--- src/rtl/rma_wipe_pkg.sv ---
package rma_wipe_pkg;
  typedef enum logic [2:0] {
    WS_IDLE  = 3'd0,
    WS_ERASE = 3'd1,
    WS_FUSE  = 3'd2,
    WS_DONE  = 3'd3,
    WS_FAULT = 3'd4
  } wipe_state_e;

  typedef enum logic [1:0] {
    IS_IDLE = 2'd0,
    IS_REQ  = 2'd1,
    IS_WAIT = 2'd2
  } issue_state_e;
endpackage

--- src/rtl/rma_region_ctr.sv ---
module rma_region_ctr #(
  parameter int N_REGIONS = 3,
  parameter int REG_W     = 2
) (
  input  logic             clk,
  input  logic             rst_n,
  input  logic             clr_i,
  input  logic             inc_i,
  output logic [REG_W-1:0] idx_o,
  output logic             last_o
);
  localparam logic [REG_W-1:0] LAST_IDX = REG_W'(N_REGIONS - 1);

  logic [REG_W-1:0] idx_q;

  always_ff @(posedge clk or negedge rst_n) begin
    if (!rst_n) begin
      idx_q <= '0;
    end else if (clr_i) begin
      idx_q <= '0;
    end else if (inc_i && idx_q != LAST_IDX) begin
      idx_q <= idx_q + 1'b1;
    end
  end

  assign idx_o  = idx_q;
  assign last_o = (idx_q == LAST_IDX);

  // the region index never walks past the last region
  p_idx_bound_r2: assert property (@(posedge clk) disable iff (!rst_n)
    idx_q <= LAST_IDX);

  // the index advances by exactly one on an increment
  p_idx_step_r2: assert property (@(posedge clk) disable iff (!rst_n)
    (inc_i && !clr_i && idx_q != LAST_IDX) |=> idx_q == $past(idx_q) + 1'b1);
endmodule

--- src/rtl/rma_erase_issuer.sv ---
module rma_erase_issuer
  import rma_wipe_pkg::*;
#(
  parameter int REG_W = 2
) (
  input  logic             clk,
  input  logic             rst_n,
  input  logic             start_i,
  input  logic [REG_W-1:0] region_i,
  output logic             req_valid_o,
  output logic [REG_W-1:0] req_region_o,
  input  logic             req_ready_i,
  input  logic             ack_valid_i,
  input  logic             ack_err_i,
  output logic             ok_o,
  output logic             err_o
);
  issue_state_e st_q;

  always_ff @(posedge clk or negedge rst_n) begin
    if (!rst_n) begin
      st_q <= IS_IDLE;
    end else begin
      unique case (st_q)
        IS_IDLE: if (start_i) st_q <= IS_REQ;
        IS_REQ:  if (req_ready_i) st_q <= IS_WAIT;
        IS_WAIT: if (ack_valid_i) st_q <= start_i ? IS_REQ : IS_IDLE;
        default: st_q <= IS_IDLE;
      endcase
    end
  end

  assign req_valid_o  = (st_q == IS_REQ);
  assign req_region_o = region_i;
  assign ok_o         = (st_q == IS_WAIT) && ack_valid_i && !ack_err_i;
  assign err_o        = (st_q == IS_WAIT) && ack_valid_i && ack_err_i;

  // a stalled request keeps valid and its region code
  p_req_hold_r3: assert property (@(posedge clk) disable iff (!rst_n)
    (req_valid_o && !req_ready_i) |=> (req_valid_o && $stable(req_region_o)));

  // an accepted request is followed by a gap with valid low
  p_one_at_a_time_r2: assert property (@(posedge clk) disable iff (!rst_n)
    (req_valid_o && req_ready_i) |=> !req_valid_o);
endmodule

--- src/rtl/rma_wipe_ctrl.sv ---
module rma_wipe_ctrl
  import rma_wipe_pkg::*;
(
  input  logic clk,
  input  logic rst_n,
  input  logic rma_lc_i,
  input  logic wipe_fuse_i,
  input  logic ok_i,
  input  logic err_i,
  input  logic last_i,
  input  logic fuse_ack_i,
  output logic start_o,
  output logic clr_o,
  output logic inc_o,
  output logic fuse_req_o,
  output logic busy_o,
  output logic done_o,
  output logic fault_o,
  output logic complete_o
);
  wipe_state_e st_q, st_d;

  always_comb begin
    st_d    = st_q;
    start_o = 1'b0;
    clr_o   = 1'b0;
    inc_o   = 1'b0;
    unique case (st_q)
      WS_IDLE: begin
        if (wipe_fuse_i) begin
          st_d = WS_DONE;
        end else if (rma_lc_i) begin
          st_d    = WS_ERASE;
          start_o = 1'b1;
          clr_o   = 1'b1;
        end
      end
      WS_ERASE: begin
        if (err_i) begin
          st_d = WS_FAULT;
        end else if (ok_i) begin
          if (last_i) begin
            st_d = WS_FUSE;
          end else begin
            inc_o   = 1'b1;
            start_o = 1'b1;
          end
        end
      end
      WS_FUSE:  if (fuse_ack_i) st_d = WS_DONE;
      WS_DONE:  st_d = WS_DONE;
      WS_FAULT: st_d = WS_FAULT;
      default:  st_d = WS_FAULT;
    endcase
  end

  always_ff @(posedge clk or negedge rst_n) begin
    if (!rst_n) st_q <= WS_IDLE;
    else        st_q <= st_d;
  end

  assign fuse_req_o = (st_q == WS_FUSE);
  assign busy_o     = (st_q == WS_ERASE) || (st_q == WS_FUSE);
  assign done_o     = (st_q == WS_DONE);
  assign fault_o    = (st_q == WS_FAULT);
  assign complete_o = (st_q == WS_DONE) && wipe_fuse_i;

  // fault is sticky until reset
  p_fault_sticky_r7: assert property (@(posedge clk) disable iff (!rst_n)
    fault_o |=> fault_o);

  // done is sticky until reset
  p_done_sticky_r4: assert property (@(posedge clk) disable iff (!rst_n)
    done_o |=> done_o);

  // the fuse request holds until acknowledged
  p_fuse_hold_r4: assert property (@(posedge clk) disable iff (!rst_n)
    (fuse_req_o && !fuse_ack_i) |=> fuse_req_o);

  // the fuse acknowledge leads to done
  p_fuse_to_done_r4: assert property (@(posedge clk) disable iff (!rst_n)
    (fuse_req_o && fuse_ack_i) |=> done_o);

  // an error response lands in fault
  p_err_to_fault_r7: assert property (@(posedge clk) disable iff (!rst_n)
    err_i |=> fault_o);
endmodule

--- src/rtl/rma_wipe_seq.sv ---
module rma_wipe_seq #(
  parameter int N_REGIONS = 3,
  parameter int REG_W     = (N_REGIONS > 1) ? $clog2(N_REGIONS) : 1
) (
  input  logic             clk,
  input  logic             rst_n,
  input  logic             rma_lc_i,
  input  logic             wipe_fuse_i,
  output logic             erase_req_valid,
  input  logic             erase_req_ready,
  output logic [REG_W-1:0] erase_req_region,
  input  logic             erase_ack_valid,
  input  logic             erase_ack_err,
  output logic             fuse_prog_req,
  input  logic             fuse_prog_ack,
  output logic             busy,
  output logic             done,
  output logic             fault,
  output logic             wipe_complete
);
  logic             start_w, clr_w, inc_w, ok_w, err_w, last_w;
  logic [REG_W-1:0] idx_w;

  rma_wipe_ctrl u_ctrl (
    .clk        (clk),
    .rst_n      (rst_n),
    .rma_lc_i   (rma_lc_i),
    .wipe_fuse_i(wipe_fuse_i),
    .ok_i       (ok_w),
    .err_i      (err_w),
    .last_i     (last_w),
    .fuse_ack_i (fuse_prog_ack),
    .start_o    (start_w),
    .clr_o      (clr_w),
    .inc_o      (inc_w),
    .fuse_req_o (fuse_prog_req),
    .busy_o     (busy),
    .done_o     (done),
    .fault_o    (fault),
    .complete_o (wipe_complete)
  );

  rma_region_ctr #(.N_REGIONS(N_REGIONS), .REG_W(REG_W)) u_ctr (
    .clk   (clk),
    .rst_n (rst_n),
    .clr_i (clr_w),
    .inc_i (inc_w),
    .idx_o (idx_w),
    .last_o(last_w)
  );

  rma_erase_issuer #(.REG_W(REG_W)) u_issue (
    .clk         (clk),
    .rst_n       (rst_n),
    .start_i     (start_w),
    .region_i    (idx_w),
    .req_valid_o (erase_req_valid),
    .req_region_o(erase_req_region),
    .req_ready_i (erase_req_ready),
    .ack_valid_i (erase_ack_valid),
    .ack_err_i   (erase_ack_err),
    .ok_o        (ok_w),
    .err_o       (err_w)
  );

  // the debug qualifier never overlaps busy or fault
  p_complete_excl_r6: assert property (@(posedge clk) disable iff (!rst_n)
    wipe_complete |-> (!busy && !fault && !erase_req_valid && !fuse_prog_req));

  // no erase request is raised once faulted
  p_fault_quiet_r7: assert property (@(posedge clk) disable iff (!rst_n)
    fault |-> !erase_req_valid);

  // a raised erase request implies busy
  p_req_busy_r10: assert property (@(posedge clk) disable iff (!rst_n)
    erase_req_valid |-> busy);

  // done never coexists with an erase or fuse request
  p_done_quiet_r5: assert property (@(posedge clk) disable iff (!rst_n)
    done |-> (!erase_req_valid && !fuse_prog_req));
endmodule

--- config.mk ---
export PLATFORM = sky130hd
export DESIGN_NAME = rma_wipe_seq
export DESIGN_NICKNAME = d
export VERILOG_FILES = /design/src/rtl/rma_wipe_pkg.sv /design/src/rtl/rma_region_ctr.sv /design/src/rtl/rma_erase_issuer.sv /design/src/rtl/rma_wipe_ctrl.sv /design/src/rtl/rma_wipe_seq.sv
export SDC_FILE = /design/constraint.sdc
export NUM_CORES = 1
export LEC_CHECK = 0
export BUFFER_PORTS_ARGS = -buffer_cell sky130_fd_sc_hd__buf_2
export CORE_AREA = 2 2 39 41
export CTS_CLUSTER_SIZE = 30
export DETAILED_ROUTE_END_ITERATION = 8
export DIE_AREA = 0 0 41 43
export SYNTH_ARGS = -nofsm -noshare
export SYNTH_HDL_FRONTEND = slang
export SYNTH_SLANG_ARGS = --single-unit
export TNS_END_PERCENT = 50
--- constraint.sdc ---
create_clock -name clk -period 2 [get_ports clk]
set_input_delay 0.2 -clock clk [delete_from_list [all_inputs] [get_ports clk]]
set_output_delay 0.2 -clock clk [all_outputs]
set_load 0.01 [all_outputs]
Yosys cells after proc, flatten, opt, wreduce, memory -nomap -nowiden. Cells that the tools add are included. W data, S select, Z words.

Register bits after elaboration: 7. Output and inout port bits: 8. Input bits: 8.

Reductions and logical operators: 12. $add $sub $neg: 1. Multiplexer cells: 22. Eq/ne operators: 15.

Operators with widths (count): $mux W3 (6); $pmux W3 S4 (1); $mux W2 (5); $ne A3 B3 Y1 const B (3); $mux W1 (8); $eq A3 B2 Y1 const B (2); $ne A2 B1 Y1 const B (3); $pmux W2 S3 (1); $logic_and A1 B1 Y1 (5); $eq A2 B2 Y1 const B (2); $ne A2 B2 Y1 const B (2); $reduce_and A4 Y1 (1); $eq A3 B1 Y1 const B (1); $eq A3 B3 Y1 const B (1); $logic_not A3 Y1 (1); $reduce_and A3 Y1 (1); $add A2 B1 Y2 const B (1); $eq A2 B1 Y1 const B (1); $logic_not A2 Y1 (1); $pmux W1 S2 (1); $reduce_bool A2 Y1 (1); $logic_not A1 Y1 (1); $logic_or A1 B1 Y1 (1).

Longest topological paths before layout.
Depth in word-level cells: 9. Depth in mapped cells: 5. Mapped depth without buffers: 5.

Cells and area by module. From an unflattened synthesis, not the netlist that was laid out.

Cell total of the unflattened synthesis: 49. Area, all modules: 475.5 um^2.

Modules (own cells, without submodules): rma_wipe_ctrl (cells an instance 25, area an instance 217.7 um^2, instances 1, sequential area each 75.1 um^2); rma_region_ctr (cells an instance 11, area an instance 130.1 um^2, instances 1, sequential area each 50.0 um^2); rma_erase_issuer (cells an instance 13, area an instance 127.6 um^2, instances 1, sequential area each 50.0 um^2).

Worst setup path after synthesis. OpenSTA, ideal clock, no wires.

Kind: register -> register. From: register u_ctr.idx_q[0] (netlist: u_ctr.idx_o[0]). To: register u_ctr.idx_q[0] (netlist: u_ctr.idx_o[0]). Stages on the path, launching flop included: 6. Slack: 0.355 ns. Data required time: 1.923 ns. Library setup time: 0.077 ns. Buffers on the path: 0. Arrival: 1.568 ns. Clock period less this slack: 1.645 ns. Path through: dfrtp_1 -> inv_1 -> ha_1 -> or4_4 -> or3_1 -> a21oi_1.

Longest elaborated chain between the ends: 7. Elaborated cells on any way between the ends: 11. Classes of those cells: add/sub (1); eq/ne (2); mux (6); reduce/logical (2).

RTL lines: start, declared (RTL line rma_region_ctr.sv:14) `logic [REG_W-1:0] idx_q;`; start signal, assigned (RTL line rma_region_ctr.sv:22) `idx_q <= idx_q + 1'b1;`; $eq A2 B2 Y1 (RTL line rma_region_ctr.sv:27) `assign last_o = (idx_q == LAST_IDX);`; $mux W1 (RTL line rma_wipe_ctrl.sv:42) `if (last_i) begin`; $mux W1 (RTL line rma_wipe_ctrl.sv:41) `end else if (ok_i) begin`; $mux W1 (RTL line rma_wipe_ctrl.sv:39) `if (err_i) begin`; $mux W1 (RTL line rma_wipe_ctrl.sv:28) `unique case (st_q)`; $logic_and A1 B1 Y1 (RTL line rma_region_ctr.sv:21) `end else if (inc_i && idx_q != LAST_IDX) begin`; $reduce_bool A2 Y1 (no source line).

Several ways; a longest one is shown, not always the timed one. The select of a mux whose other input is x is not followed. A chain may end at the register's enable or synchronous reset.

Worst setup path after layout. Ends and elaborated chain as after synthesis.

==> metrics.md <==
| Metric | Value |
|---|---|
| Metal-1 WL | 411 um |
| # setup viols final | 0 |
| Met3 wire length | 62 um |
| Fin cells | 80 |
| Clock Latency Late Sink | 0.25 ns |
| Status | completed |
| Worst-path clk slew | 0.05 ns |
| Yosys warns | 0 |
| Comb power frac | 39.3% |
| DIE AREA | 0.00176 mm2 |
| Worst EP arrival | 1.83 ns |
| Rows | 14 |
| Avg Inst Size Synth | 9.57 um2 |
| Setup tns final | 0 ns |
| Max Clk Rate | 0.604 GHz |
| Routed Antenna Nets | 0 |
| PD cells | 1210 mW/mm2 |
| Seq pwr share | 41.9% |
| Final worst path period share | 82.8% |
| Sw frac | 38.8% |
| N_diodes | 0 |
| IO Pins | 16 |
| Compound-Gate Fraction of Synth Area | 16.5% |
| Syn Nets | 55 |
| Wirelength, routed | 896 um |
| H-tree depth | 1 |
| Core Region | 0.00138 mm2 |
| Final Critical Period | 1.66 ns |
| Peak supply drop | 444 uV |
| CP max FO | 5 |
| I/O Buffers | 15 |
| Fraction of layout cells with a size suffix above 1 | 34.4% |
| Hpwl dp | 641 um |
| Maximum root-to-sink buffer count | 2 |
| Slowest stage cell, crit path | or4_4 |
| Critical-path cell list | inv_1 > ha_1 > or4_4 > or3_1 > a21oi_1 |
| Chip height | 43 um |
| Area grow syn2layout | 26.4% |
| Fillers | 145 |
| RSZ-0062 raised after global routing | no |
| Number of cells after detailed placement | 75 |
| Crit-path max cell delay | 0.50 ns |
| Maxcap violations | 0 |
| DR WL/cell | 11.2 um |
| Power Internal | 0.000411 W |
| WP data required | 2.18 ns |
| Worst-margin pin slew | 0.602 ns |
| Clock Sink Count | 7 |
| Synth Cell Area | 440 um2 |
| Multiplexer area fraction after synthesis | 0% |
| Simple-Gate Fraction of Synth Area | 33.0% |
| Main combinational cell family by area after synthesis | simple AND/OR/NAND/NOR gates |
| Adder-Cell Fraction of Synth Area | 2.84% |
| Critical Path End Type | flip-flop |
| Net Switching | 0.000261 W |
| Area leader, netlist | dfrtp_1 |
| # DRC | 0 |
| Total grt overflow | 0 |
| Leakage | 0.279 nW |
| DR vias | 389 |
| Final total power | 0.000672 W |
| First-pass GRT wire length | 1350 um |
| Pre-Repair DR Iteration Count | 4 |
| Post-synth ARST share | 100% |
| Tot GR Track Use | 12.3% |
| GPL Wtd Cong | 0.667 |
| Synth area leaders | dfrtp_1 (40%), a21oi_1 (5.7%), nand4b_4 (5.4%) |
| Most frequent cell after synthesis | dfrtp_1 |
| CP delay by family, top | simple AND/OR/NAND/NOR gates |
| Post-Synthesis Cells | 46 |
| Seq/Total Area, Yosys | 39.8% |
| Largest net degree at the start of global routing | 11 |
| CTS tree | yes |
| Max-slew violation count | 0 |
| EDFF count, synth | 0 |
| Bufs and invs on worst path | 1 |
| Die Span X | 41 um |
| Initial Util | 31.8% |
| HP Class | input pin to flip-flop |
| Yosys reg bits | 7 |
| Post-synth top area share | 39.8% |
| CTS Buf Count | 3 |
| Root buffer cell | clkbuf_4 |
| Synth Area in XOR/XNOR | 1.99% |
| Post-synth top cells | dfrtp_1 (7), a21oi_1 (5) |
| Startpoint class of the critical path | flip-flop |
| Clock network power share | 18.8% |
| Number of global-route vias before repair | 315 |
| Layout Nets | 74 |
| Max layer used | met4 |
| DRT iter0 DRCs | 11 |
| WS Path Type | flip-flop to flip-flop |
| Main synth FF type | dfrtp_1 |
| Final Hold Viols | 0 |
| Synth cell types | 25 |
| Post-CTS Setup Inserts | 0 |
| Slew margin rel. | 59.5% |
| Fin Clk Skew | 0.000139 ns |
| Initial antenna violation count | 0 |
| Routed length on met2 | 396 um |
| DR vias/cell | 4.86 |
## tightest hold or removal path, delay by kind of cell
family	cells	cell delay, ns
buf+inv	1	0.09
compound gates	1	0.07
simple gates	1	0.04
## metal layers
metal,up-vias,GRT usage [%]
met5,-,0
met4,0,8.00
met3,4,7.85
met2,10,15.0
met1,177,15.3
li1,198,-
## cell type report
cell class              count  area (um2)  area share [%]
multi-input cells          34         239            42.9
flip-flops and latches      7         175            31.5
repair buffers             16        85.1            15.3
clock buffers               4        26.3            4.72
well taps                  16        20.0            3.60
inverters                   3        11.3            2.02
## metrics by stage
| stage | util, % | setup slack, ns | area [um2] | hold slack, ns |
|---|---|---|---|---|
| finish | 40.2 | 0.344 | 557 | 0.193 |
| global route | 40.2 | 0.281 | 557 | 0.208 |
| CTS | 40.2 | 0.338 | 557 | 0.189 |
| detailed placement | 37.6 | 0.351 | 520 | 0.0505 |
| global placement | 37.6 | 0.373 | 520 | 0.0450 |
| floorplan | - | 0.355 | 440 | -0.0956 |
## flip-flops by register name, summed over array words and instances, names as in the netlist
name          flops
u_issue.st_q      2
u_ctrl.st_q       3
u_ctr.idx_o       2
## cells by family after synthesis
logic type,Yosys count
AND/OR/NAND/NOR,20
XOR/XNOR,1
AO/OA/AOI/OAI,12
flip-flops,7
buffers and inverters,5
adder cells (fa/ha/maj),1
## power groups by stage
stage / sequential (W) / combinational [W] / clock, W
finish: 0.000282 / 0.000264 / 0.000127
global route: 0.000293 / 0.000299 / 0.000143
CTS: 0.000281 / 0.000268 / 0.000135
detailed placement: 0.000283 / 0.000266 / 0
global placement: 0.000281 / 0.000265 / 0
floorplan: 0.000240 / 0.000236 / 0
## path summary, 6_finish.rpt
kind	startpoint	end	slack [ns]	cells past startpoint
max	u_ctr.idx_o[0]$_DFFE_PN0P_	u_ctr.idx_o[0]$_DFFE_PN0P_	0.34	5
min	erase_req_ready	u_issue.st_q[1]$_DFFE_PN0P_	0.19	3
max reg2reg	u_ctr.idx_o[0]$_DFFE_PN0P_	u_ctr.idx_o[0]$_DFFE_PN0P_	0.34	5
min reg2reg	u_ctr.idx_o[1]$_DFFE_PN0P_	u_ctr.idx_o[1]$_DFFE_PN0P_	0.57	2
max in group asynchronous	rst_n	u_ctr.idx_o[1]$_DFFE_PN0P_	1.53	2
min in group asynchronous	rst_n	u_issue.st_q[1]$_DFFE_PN0P_	0.31	2
## repair_timing
item,4_1_cts,5_1_grt
gates resized for setup,0,0
hold buffers,1,0
hold endpoints to repair,7,0
## cell usage in the layout (no fill, tap or decap), types with 2 or more instances in the layout
| master | n |
|---|---|
| nor2_1 | 3 |
| or3_1 | 2 |
| o21ai_0 | 3 |
| nor3b_1 | 3 |
| clkbuf_4 | 3 |
| inv_1 | 3 |
| a21oi_1 | 5 |
| nand2b_1 | 2 |
| dfrtp_1 | 7 |
| nor2b_1 | 2 |
| buf_2 | 15 |
Power figures use the tool's default switching activity.
